## src/rtl/fc_alu_pkg.sv

```systemverilog
package fc_alu_pkg;

    typedef enum logic [3:0] {
        FN_SUBC  = 4'h0,
        FN_ADD   = 4'h1,
        FN_SUB   = 4'h2,
        FN_ADDC  = 4'h3,
        FN_INV   = 4'h4,
        FN_AND   = 4'h5,
        FN_OR    = 4'h6,
        FN_INC   = 4'h7,
        FN_NEG   = 4'h8,
        FN_CAT   = 4'h9,
        FN_IDENT = 4'hA,
        FN_DEC   = 4'hB,
        FN_MUL   = 4'hC,
        FN_NONE  = 4'hF
    } fn_e;

    function automatic logic fn_is_chain(input fn_e f);
        return (f == FN_ADD) || (f == FN_SUB) || (f == FN_ADDC) || (f == FN_SUBC);
    endfunction

endpackage

```

## src/rtl/fc_alu_decode.sv

```systemverilog
module fc_alu_decode
    import fc_alu_pkg::*;
#(
    parameter int FUNC_W  = 12,
    parameter int SEL_LSB = 8,
    parameter bit HAS_MUL = 1'b1
) (
    input  logic [FUNC_W-1:0] code,
    output fn_e               fn,
    output logic              valid
);
    localparam int SEL_W = FUNC_W - SEL_LSB;

    logic [SEL_W-1:0]   sel;
    logic [SEL_LSB-1:0] pad;

    assign sel = code[FUNC_W-1:SEL_LSB];
    assign pad = code[SEL_LSB-1:0];

    always_comb begin
        fn    = FN_NONE;
        valid = 1'b0;
        if (pad == '0) begin
            valid = 1'b1;
            case (sel)
                SEL_W'(4'h0): fn = FN_SUBC;
                SEL_W'(4'h1): fn = FN_ADD;
                SEL_W'(4'h2): fn = FN_SUB;
                SEL_W'(4'h3): fn = FN_ADDC;
                SEL_W'(4'h4): fn = FN_INV;
                SEL_W'(4'h5): fn = FN_AND;
                SEL_W'(4'h6): fn = FN_OR;
                SEL_W'(4'h7): fn = FN_INC;
                SEL_W'(4'h8): fn = FN_NEG;
                SEL_W'(4'h9): fn = FN_CAT;
                SEL_W'(4'hA): fn = FN_IDENT;
                SEL_W'(4'hB): fn = FN_DEC;
                SEL_W'(4'hC): begin
                    fn    = HAS_MUL ? FN_MUL : FN_NONE;
                    valid = HAS_MUL;
                end
                default: begin
                    fn    = FN_NONE;
                    valid = 1'b0;
                end
            endcase
        end
    end

endmodule

```

## src/rtl/fc_alu_chain.sv

```systemverilog
module fc_alu_chain
    import fc_alu_pkg::*;
#(
    parameter int DATA_W = 16
) (
    input  fn_e               fn,
    input  logic [DATA_W-1:0] a,
    input  logic [DATA_W-1:0] b,
    input  logic              cin,
    output logic [DATA_W-1:0] sum,
    output logic              cout
);
    localparam int EXT_W = DATA_W + 1;

    logic [EXT_W-1:0] ext_a;
    logic [EXT_W-1:0] ext_b;
    logic [EXT_W-1:0] ext_c;
    logic [EXT_W-1:0] ext_r;
    logic             use_cin;
    logic             is_sub;

    assign ext_a   = {1'b0, a};
    assign ext_b   = {1'b0, b};
    assign use_cin = (fn == FN_ADDC) || (fn == FN_SUBC);
    assign is_sub  = (fn == FN_SUB) || (fn == FN_SUBC);
    assign ext_c   = {{DATA_W{1'b0}}, (use_cin & cin)};

    always_comb begin
        if (is_sub) ext_r = ext_a - ext_b - ext_c;
        else        ext_r = ext_a + ext_b + ext_c;
    end

    assign sum  = ext_r[DATA_W-1:0];
    assign cout = ext_r[DATA_W];

endmodule

```

## src/rtl/fc_alu_misc.sv

```systemverilog
module fc_alu_misc
    import fc_alu_pkg::*;
#(
    parameter int DATA_W  = 16,
    parameter bit HAS_MUL = 1'b1
) (
    input  fn_e               fn,
    input  logic [DATA_W-1:0] a,
    input  logic [DATA_W-1:0] b,
    output logic [DATA_W-1:0] res
);
    localparam int HALF_W = DATA_W / 2;

    logic [DATA_W-1:0] prod;
    logic [DATA_W-1:0] one;

    assign one = {{(DATA_W-1){1'b0}}, 1'b1};

    generate
        if (HAS_MUL) begin : g_mul
            logic [HALF_W-1:0] ma;
            logic [HALF_W-1:0] mb;
            assign ma   = a[HALF_W-1:0];
            assign mb   = b[HALF_W-1:0];
            assign prod = DATA_W'(ma) * DATA_W'(mb);
        end else begin : g_no_mul
            assign prod = '0;
        end
    endgenerate

    always_comb begin
        case (fn)
            FN_INV:   res = ~a;
            FN_AND:   res = a & b;
            FN_OR:    res = a | b;
            FN_INC:   res = a + one;
            FN_DEC:   res = a - one;
            FN_NEG:   res = (~a) + one;
            FN_CAT:   res = {a[HALF_W-1:0], b[HALF_W-1:0]};
            FN_IDENT: res = a;
            FN_MUL:   res = prod;
            default:  res = '0;
        endcase
    end

endmodule

```

## src/rtl/fc_alu.sv

```systemverilog
module fc_alu
    import fc_alu_pkg::*;
#(
    parameter int DATA_W  = 16,
    parameter int FUNC_W  = 12,
    parameter int SEL_LSB = 8,
    parameter bit HAS_MUL = 1'b1
) (
    input  logic              clk,
    input  logic              rst_n,
    input  logic [DATA_W-1:0] bus_data,
    input  logic              ld_src1,
    input  logic              ld_src2,
    input  logic              ld_dst,
    input  logic              alu_go,
    input  logic [FUNC_W-1:0] func_code,
    output logic [DATA_W-1:0] src1_q,
    output logic [DATA_W-1:0] src2_q,
    output logic [DATA_W-1:0] dst_q,
    output logic              zero_q,
    output logic              carry_q
);

    typedef struct packed {
        logic [DATA_W-1:0] src1;
        logic [DATA_W-1:0] src2;
        logic [DATA_W-1:0] dst;
        logic              zero;
        logic              carry;
    } alu_state_t;

    alu_state_t st_d, st_q;

    fn_e               fn;
    logic              fn_valid;
    logic [DATA_W-1:0] chain_res;
    logic              chain_cout;
    logic [DATA_W-1:0] misc_res;
    logic [DATA_W-1:0] alu_res;
    logic              chain_sel;

    fc_alu_decode #(
        .FUNC_W  (FUNC_W),
        .SEL_LSB (SEL_LSB),
        .HAS_MUL (HAS_MUL)
    ) u_decode (
        .code  (func_code),
        .fn    (fn),
        .valid (fn_valid)
    );

    fc_alu_chain #(
        .DATA_W (DATA_W)
    ) u_chain (
        .fn   (fn),
        .a    (st_q.src1),
        .b    (st_q.src2),
        .cin  (st_q.carry),
        .sum  (chain_res),
        .cout (chain_cout)
    );

    fc_alu_misc #(
        .DATA_W  (DATA_W),
        .HAS_MUL (HAS_MUL)
    ) u_misc (
        .fn  (fn),
        .a   (st_q.src1),
        .b   (st_q.src2),
        .res (misc_res)
    );

    assign chain_sel = fn_is_chain(fn);
    assign alu_res   = chain_sel ? chain_res : misc_res;

    always_comb begin
        st_d = st_q;
        if (ld_src1) st_d.src1 = bus_data;
        if (ld_src2) st_d.src2 = bus_data;
        if (ld_dst)  st_d.dst  = bus_data;
        if (alu_go && fn_valid) begin
            st_d.dst  = alu_res;
            st_d.zero = (alu_res == '0);
            if (chain_sel) st_d.carry = chain_cout;
        end
    end

    always_ff @(posedge clk or negedge rst_n) begin
        if (!rst_n) st_q <= '0;
        else        st_q <= st_d;
    end

    assign src1_q  = st_q.src1;
    assign src2_q  = st_q.src2;
    assign dst_q   = st_q.dst;
    assign zero_q  = st_q.zero;
    assign carry_q = st_q.carry;

    p_load_src1_r2: assert property (@(posedge clk) disable iff (!rst_n)
        ld_src1 |=> src1_q == $past(bus_data));

    p_zero_tracks_r10: assert property (@(posedge clk) disable iff (!rst_n)
        (alu_go && fn_valid) |=> zero_q == (dst_q == '0));

    p_undef_hold_r11: assert property (@(posedge clk) disable iff (!rst_n)
        (alu_go && !fn_valid && !ld_dst) |=> ($stable(dst_q) && $stable(zero_q) && $stable(carry_q)));

    p_idle_flags_r12: assert property (@(posedge clk) disable iff (!rst_n)
        !alu_go |=> ($stable(zero_q) && $stable(carry_q)));

    p_inc_r7: assert property (@(posedge clk) disable iff (!rst_n)
        (alu_go && fn == FN_INC) |=> (dst_q == $past(src1_q) + DATA_W'(1) && $stable(carry_q)));

endmodule

```

## config.mk

```make
export PLATFORM = sky130hd
export DESIGN_NAME = fc_alu
export DESIGN_NICKNAME = d
export VERILOG_FILES = /design/src/rtl/fc_alu_pkg.sv /design/src/rtl/fc_alu_decode.sv /design/src/rtl/fc_alu_chain.sv /design/src/rtl/fc_alu_misc.sv /design/src/rtl/fc_alu.sv
export SDC_FILE = /design/constraint.sdc
export NUM_CORES = 1
export LEC_CHECK = 0
export BUFFER_PORTS_ARGS = -buffer_cell sky130_fd_sc_hd__buf_2
export CORE_MARGIN = 3
export CORE_UTILIZATION = 39
export DETAILED_ROUTE_END_ITERATION = 10
export GPL_TIMING_DRIVEN = 0
export MAX_ROUTING_LAYER = met4
export PLACE_DENSITY = 0.66
export REMOVE_ABC_BUFFERS = 1
export SETUP_SLACK_MARGIN = 0.1
export SKIP_CTS_REPAIR_TIMING = 1
export SYNTH_ARGS = -nofsm -noshare
export SYNTH_HDL_FRONTEND = slang
export SYNTH_SLANG_ARGS = --single-unit
```

## constraint.sdc

```tcl
create_clock -name clk -period 5.31 [get_ports clk]
set_input_delay 0.531 -clock clk [delete_from_list [all_inputs] [get_ports clk]]
set_output_delay 0.531 -clock clk [all_outputs]
set_load 0.02 [all_outputs]
```

Word-level counts from Yosys, hierarchy flattened
Index checks and enable logic that the tools add are counted.

Add/sub/neg operators: 7. $mul: 1. Equality and inequality tests: 24. Muxes and demuxes: 10. Bitwise gates (word level): 4. Reductions and logical operators: 13.

Operators by type and width (count): $pmux 16 s9 (1); $pmux 4 s13 (1); $eq 4x4->1 const B (10); $add 16x1->16 const B (2); $eq 4x3->1 const B (8); $mux 16 (2); $mux 18 (1); $add 16x16->17 (1); $add 17x1->17 (1); $mux 17 (1); $sub 16x16->17 (1); $sub 17x1->17 (1); $and 16x16->16 (1); $eq 4x2->1 const B (4); $logic_not 16->1 (1); $mul 8x8->16 (1); $not 16->16 (1); $or 16x16->16 (1); $sub 16x1->16 const B (1); $reduce_or 13->1 (1); $eq 4x1->1 const B (2); $logic_not 4->1 (2); $logic_not 8->1 (1); $logic_or 1x1->1 (5); 6 further kinds (8).

Flip-flop bits (word level): 50. Input bits: 34. Output and inout bits: 50. Word-level logic and storage cells: 64.

Depth between registers and ports, before layout
Gate-level depths: netlist of the first run.

Depth after elaboration: 11. Mapped depth: 22.

Cells and area by module
Synthesis of the first run repeated with hierarchy kept, for this count alone.

Cell total of the unflattened synthesis: 1076. Area total of the unflattened synthesis: 8503.2 µm².

By module, submodules not included: fc_alu_misc (instances 1, cells an instance 575, area each 4008.8 µm², sequential area each 0.0 µm²); fc_alu (instances 1, cells an instance 175, area each 2265.9 µm², sequential area each 1251.2 µm²); fc_alu_chain (instances 1, cells an instance 316, area each 2152.1 µm², sequential area each 0.0 µm²); fc_alu_decode (instances 1, cells an instance 10, area each 76.3 µm², sequential area each 0.0 µm²).

Least setup slack after synthesis of the first run
Ideal clock, no wire load.

Path kind: reg-to-reg. Start point: register st_q, in the netlist src1_q[1]. End point: register st_q, in the netlist zero_q. Library setup time: 67 ps. Arrival: 5402 ps. Data required time: 5243 ps. Setup slack: -159 ps. Cell stages (with the launch flop): 20. Path through: dfrtp_1 > clkbuf_1 > clkinv_1 > nor2_1 > fa_1 > fa_1 > fa_1 > inv_1 > fa_1 > inv_1 > ha_1 > a2111oi_0 > nor3_1 > a2111oi_1 > xor2_1 > o22ai_1 > a211o_1 > nor4_2 > nand4_1 > nand2_1.

Longest elaborated chain between the ends: 5. Elaborated cells between the ends (all ways): 15. Classes of those cells: 7 x add/sub; 1 x mul; 3 x mux; 3 x bitwise; 1 x reduce/logical.

RTL lines: from (decl) (line fc_alu.sv:32) `alu_state_t st_d, st_q;`; from (signal assigned) (line fc_alu.sv:90) `else st_q <= st_d;`; $add 16x16->17, or another cell as far along (line fc_alu_chain.sv:30) `else ext_r = ext_a + ext_b + ext_c;`; $add 17x1->17, or another cell as far along (line fc_alu_chain.sv:30); $mux 17 / $pmux 16 s9 (equally long branches) (line fc_alu_chain.sv:29, fc_alu_misc.sv:32); $mux 16 * (line fc_alu.sv:74) `assign alu_res = chain_sel ? chain_res : misc_res;`; $logic_not 16->1 * (line fc_alu.sv:83) `st_d.zero = (alu_res == '0);`.

Every way passes the cells marked *; elsewhere a longest branch is shown, timed or not. A chain may end at the register's enable or synchronous reset.

Final worst setup path of the first run
Start point: register st_q, in the netlist src2_q[4]. End point: register st_q, in the netlist zero_q.

Longest elaborated chain between the ends: 5. Elaborated cells between the ends (all ways): 11. Classes of those cells: 4 x add/sub; 1 x mul; 3 x mux; 2 x bitwise; 1 x reduce/logical.

RTL lines: $add 16x16->17 / $sub 16x16->17 (equally long branches) (line fc_alu_chain.sv:30, fc_alu_chain.sv:29); $add 17x1->17 / $sub 17x1->17 (equally long branches) (line fc_alu_chain.sv:30, fc_alu_chain.sv:29); $mux 17 (line fc_alu_chain.sv:29) `if (is_sub) ext_r = ext_a - ext_b - ext_c;`; $mux 16 * (line fc_alu.sv:74); $logic_not 16->1 * (line fc_alu.sv:83).

Marks and branches as above.

==> out/results.txt, run 1 <==
Outcome: finished clean
Max Slew Vio Count: 0
Hold Path Depth: 3
Die width: 148.7 um
Routed WL: 27810 um
Xor/xnor share of the synthesized area: 5.293%
Initial antenna violation count: 0
Crit Path Class: reg -> reg
Slew @ Worst Pin: 1210 ps
Post-synth EDFFs: 0
Vias: 8189
Largest net degree at the start of global routing: 51
Row cnt: 51
Fin crit share: 98.42%
Clock latency on the worst-skew pair: 310 ps
Layout cell share with drive strength beyond 1: 22.07%
Remaining DRCs: 0
Post-synthesis cell type count: 82
CP arrival: 5480 ps
WL per Instance: 20.22 um
Avg Cell Area, Syn: 7.919 um2
Post-DRT Antenna Nets: 0
Comb pwr share: 64.3%
RSZ-0062 raised after global routing: true
Worst VDD drop: 0.0001898 V
Worst R2R Path Depth: 21
Total gr overflow: 0
CP Max Fanout: 7
Pwr Total: 2.470 mW
Max-Cap Viols: 0
DR iter-0 viols: 935
Core area: 19720 um2
Clock skew: 8.462 ps
Worst endpoint required time: 5560 ps
Post-synth top flop: dfrtp_1
Clk sinks: 50
Hold Crit Class: in -> reg
1st-pass router iterations: 6
Global-route wire length before repair: 42720 um
Slew headroom: 19.31%
Finish-stage setup viols: 0
Synth Cell Area: 7943 um2
Die Y: 148.7 um
Starting density of the core: 40.28%
Vias/cell: 5.956
Total GRT Usage: 25.19%
Synth Area in Compound Gates: 22.46%
I/O Pins: 84
CTS root buf: clkbuf_16
Minimum clock period: 5226 ps
Main combinational cell family by area after synthesis: adder cells
Mapped Cells: 1003
Inserted Clock Buffers: 5
Sw Ratio: 47.02%
Synth Warn #: 0
Mux contribution to synthesized area: 3.135%
H-tree levels: 2
Area grow syn2layout: 20.04%
Post-synthesis sequential area ratio: 15.75%
Fmax: 191.4 MHz
Antenna diodes: 0
Leakage power: 4.330 nW
Power share of the clock group: 16.5%
Critical Path Start Type: flip-flop
Nature of the critical path endpoint: flip-flop
Power Density: 259.1 nW/um2
Synth Area in Simple Gates: 20.27%
Max clock buf depth: 2
P_sw: 1.161 mW
P_int: 1.309 mW
DP Wirelength: 20390 um
Yosys reg bits: 50
Clock tree from TritonCTS: yes
GPL Wtd Cong: 0.9788
Final Hold Viols: 0
Flop pwr share: 19.3%
Die ar.: 22110 um2
# port buffers: 83
Ys async rst share: 100.0%
Setup TNS: 0 ps
Clk slew on worst S/H paths: 80 ps
Post-synthesis adder-cell area fraction: 25.68%
Vias in the first global route: 7400
Nets: 1282
-- registers in the layout (all words and copies together), names as in the netlist --
register and count:
dst_q 16, src1_q 16, src2_q 16, carry_q 1
zero_q 1
-- path summary, 6_finish.rpt --
kind	slack (ps)	end	start
max in group asynchronous	3950	src1_q[6]	rst_n
min in group asynchronous	470	dst_q[15]	rst_n
setup / recovery	80	zero_q	src2_q[4]
hold / removal	450	src2_q[11]	bus_data[11]
setup reg to reg	80	zero_q	src2_q[4]
hold reg to reg	500	zero_q	zero_q
-- worst max-delay path, cell delays in order, from the launching register on --
cell and delay, ps:
dfrtp_2 480, clkinvlp_4 260, buf_4 210, nor2_1 130
fa_2 220, fa_1 410, ha_1 280, inv_1 40
fa_1 470, inv_1 40, ha_2 200, a211o_1 310
a2111oi_4 420, nor3_2 70, a2111oi_2 210, buf_4 190
a21oi_2 70, xnor2_2 290, o211ai_1 260, nor4_2 350
nand4_1 160, nand2_1 90
-- cells in the mapped netlist (17+ instances only) --
cell type,instances,area [um2]
nand2_1,89,334.1
ha_1,99,1239
clkbuf_1,40,150.1
mux2i_1,17,170.2
a21oi_1,58,290.3
nor3_1,27,135.1
o21ai_0,65,325.3
dfrtp_1,50,1251
nor2_1,96,360.4
fa_1,40,800.8
xnor2_1,32,280.3
inv_1,93,349.1
-- area by class of cell --
cell class / count / area (um2)
clock inverter: 2 / 38.79
multi-input combinational: 801 / 6376
inverter: 106 / 459.2
sequential: 50 / 1289
clock buffer: 6 / 138.9
timing repair buffer: 145 / 900.9
tap: 265 / 331.6
fill: 1884 / 10180
-- cell families after synthesis --
family,Yosys count
fa+ha+maj,139
buf+inv,152
flops,50
mux,24
compound gates,270
xor+xnor,48
simple gates,320
-- stage by stage --
stage	instances	hold WS, ps	utilization, %	instance area, um2	setup WS (ps)
CTS	1318	444.8	44.39	8752	-1495
global placement	1305	449.2	43.11	8499	-1447
detailed placement	1310	463.2	43.49	8574	-1477
floorplan	957	235.4	-	7752	-96.30
global route	1375	458.6	48.35	9534	-83.36
finish	1375	449.6	48.35	9534	84.12
-- power groups by stage --
stage / Sequential (mW) / Clock [mW] / Combinational (mW)
global placement: 0.495 / 0 / 1.30
CTS: 0.488 / 0.423 / 1.33
floorplan: 0.513 / 0 / 0.914
global route: 0.482 / 0.429 / 1.75
detailed placement: 0.495 / 0 / 1.32
finish: 0.476 / 0.407 / 1.59
-- layer usage --
layer  up-vias  part of all wire (%)  track usage [%]
met5         -                     0                -
met4         0                   2.5            5.820
met3        54                   8.1            3.473
met2       373                    44            37.44
met1      3980                    45            36.47
li1       3782                     -                -
-- placed cells by master (no fill, tap or decap), drive strengths merged, types with 9 or more instances in the layout --
cell        n
nor4       14
o211ai     14
xnor2      32
clkinvlp   13
buf       145
a22oi      13
a31oi      12
inv        94
nor3       29
a211oi     10
nor2       97
nand3      14
a21oi      59
o21ai      67
nand2      89
and3        9
fa         40
a21o       14
ha         99
dfrtp      50
mux2i      17
nand4      11
xor2       16
(Power assumes the default switching activity.)
==> inputs of run 2 (changes only) <==
--- a/config.mk
+++ b/config.mk
@@ -12,7 +12,6 @@
 export GPL_TIMING_DRIVEN = 0
 export MAX_ROUTING_LAYER = met4
 export PLACE_DENSITY = 0.66
-export REMOVE_ABC_BUFFERS = 1
 export SETUP_SLACK_MARGIN = 0.1
 export SKIP_CTS_REPAIR_TIMING = 1
 export SYNTH_ARGS = -nofsm -noshare
==> out/results.txt, run 2 (synthesized netlist as in run 1, its figures left out) <==
Outcome: finished clean
Final Hold Viols: 0 (unchanged)
GPL Wtd Cong: 0.9990 (+2.1%)
Antenna diodes: 0 (unchanged)
Layout cell share with drive strength beyond 1: 21.12% (-0.95 points)
Total gr overflow: 0 (unchanged)
I/O Pins: 84 (unchanged)
Dpl cell area: 8712 um2 (+1.6%)
Area of the multi-input gates: 6370 um2 (about the same)
Nets: 1313 (+2.4%)
Final WS setup: 97.51 ps (+13.40 ps)
Core area: 19720 um2 (unchanged)
Post-DRT Antenna Nets: 0 (unchanged)
Mapped Nets: 1176
Clock latency on the worst-skew pair: 320 ps (about the same)
Die width: 148.7 um (unchanged)
Worst endpoint required time: 5560 ps (about the same)
Clock skew: 9.831 ps (+1.369 ps)
Vias in the first global route: 7898 (+6.7%)
Sw Ratio: 48.92% (+1.9 points)
Fillers: 1911 (+1.4%)
Initial antenna violation count: 0 (unchanged)
Pre-CTS setup slack: -1056 ps (+421.2 ps)
Remaining DRCs: 0 (unchanged)
Critical Path Start Type: flip-flop
CP peak stage delay: 540 ps (+60 ps)
Placed insts: 1350 (+3.1%)
Clk slew on worst S/H paths: 90 ps (about the same)
Crit Path Class: reg -> reg
Inserted Clock Buffers: 5 (unchanged)
CP arrival: 5470 ps (about the same)
WL per Instance: 22.20 um (+9.8%)
Comb pwr share: 65.4% (+1.1 points)
Global-route wire length before repair: 46090 um (+7.9%)
Flop pwr share: 18.3% (-1.0 points)
Max-Cap Viols: 0 (unchanged)
DP Wirelength: 23970 um (+18%)
Vias: 8517 (+4.0%)
Worst VDD drop: 0.0002571 V (+35%)
Cell area after layout: 9641 um2 (+1.1%)
Die ar.: 22110 um2 (unchanged)
Most common cell after layout, fill and taps aside: ha_1
Crit path max-delay cell type: fa_1
Largest net degree at the start of global routing: 51 (unchanged)
Hold Crit Class: in -> async
Cell mode on critical path: fa_1
Clock tree from TritonCTS: yes
Row cnt: 51 (unchanged)
Minimum clock period: 5212 ps (-13.40 ps)
RSZ-0062 raised after global routing: true
CTS root buf: clkbuf_16
Final cell count without fillers: 1406 (+2.3%)
Nature of the critical path endpoint: flip-flop
P_int: 1.296 mW (-0.93%)
Area grow syn2layout: 21.38%
Max clock buf depth: 2 (unchanged)
Starting density of the core: 40.28% (unchanged)
Slew @ Worst Pin: 1400 ps (+190.1 ps)
CP Max Fanout: 8 (+1)
Fmax: 191.8 MHz (+0.26%)
Leakage power: 4.340 nW (+0.23%)
Clk sinks: 50 (unchanged)
Register Area: 1265 um2 (-1.8%)
H-tree levels: 2 (unchanged)
Total GRT Usage: 28.02% (+2.8 points)
Power share of the clock group: 16.3% (-0.2 points)
Routed WL: 31210 um (+12%)
Most frequent cells in the layout: ha_1 (94), inv_1 (90), nand2_1 (89), nor2_1 (84), buf_2 (84)
Finish-stage setup viols: 0 (unchanged)
Setup TNS: 0 ps (unchanged)
# port buffers: 82 (-1.2%)
Fin crit share: 98.16% (-0.25 points)
1st-pass router iterations: 8 (+2)
Power Density: 263.3 nW/um2 (+1.6%)
DR iter-0 viols: 866 (-7.4%)
P_sw: 1.242 mW (+6.9%)
Die Y: 148.7 um (unchanged)
Vias/cell: 6.058 (+1.7%)
CP Cell Sequence: clkinvlp_4 > buf_4 > nor2_4 > fa_2 > fa_1 > inv_1 > fa_1 > fa_1 > inv_2 > ha_4 > o21a_1 > a2111oi_4 > nor3_2 > a2111oi_2 > buf_4 > xor2_4 > o22ai_1 > a211o_1 > nor4_2 > nand4_1 > nand2_1
Max Slew Vio Count: 0 (unchanged)
Slew headroom: 5.773% (-14 points)
run 2: cell types whose count changed in the layout (fill, tap and decap cells not counted), sizes merged:
cell,before,now
clkbuf,6,38
inv,94,95
buf,145,143
run 2: worst max-delay path, delay by kind of cell, from the launching register on:
kind,cells,cell delay (ps)
xor+xnor,1,210
fa+ha+maj,5,2080
compound gates,5,1140
simple gates,5,600
flops,1,470
buf+inv,5,670
run 2: area by class of cell:
| class | instances | area share [%] |
|---|---|---|
| inverter | 106 | 4.802 |
| tap | 265 | 3.439 |
| buffer | 46 | 2.635 |
| multi-input combinational | 801 | 66.07 |
| clock inverter | 3 | 0.5062 |
| clock buffer | 5 | 1.298 |
| sequential | 50 | 13.12 |
| timing repair buffer | 130 | 8.125 |
run 2: per-stage QoR:
step | power, mW | utilization [%] | hold WS (ps)
after floorplan | 1.460 | - | 235.4
after global placement | 1.890 | 44.15 | 456.4
after detailed placement | 1.902 | 44.18 | 479.5
after CTS | 2.330 | 45.07 | 449.4
after global routing | 2.717 | 48.89 | 171.2
final | 2.538 | 48.89 | 135.9
run 2: path summary, 6_finish.rpt:
path                              from         end  slack, ps  depth (start not counted)
max reg2reg                  src2_q[2]      zero_q        100                         21
min reg2reg                     zero_q      zero_q        500                          2
min in group clk           bus_data[8]   src1_q[8]        460                          3
max in group asynchronous        rst_n   src2_q[7]       4590                          2
max                          src2_q[2]      zero_q        100                         21
min                              rst_n  src1_q[15]        140                          1
run 2: power by group through the flow:
| stage | Combinational (mW) | Sequential, mW | Clock [mW] |
|---|---|---|---|
| floorplan | 0.962 | 0.498 | 0 |
| global placement | 1.42 | 0.469 | 0 |
| detailed placement | 1.43 | 0.470 | 0 |
| CTS | 1.45 | 0.462 | 0.422 |
| global route | 1.82 | 0.468 | 0.434 |
| finish | 1.66 | 0.463 | 0.415 |
run 2: per-layer routing:
| metal | up-vias | routed length (um) | global-route usage (%) | part of all wire (%) |
|---|---|---|---|---|
| li1 | 3846 | - | - | - |
| met1 | 4073 | 12930 | 37.88 | 41 |
| met2 | 505 | 13640 | 40.99 | 44 |
| met3 | 93 | 3460 | 6.703 | 11 |
| met4 | 0 | 1185 | 10.12 | 3.8 |
| met5 | - | 0 | - | 0 |
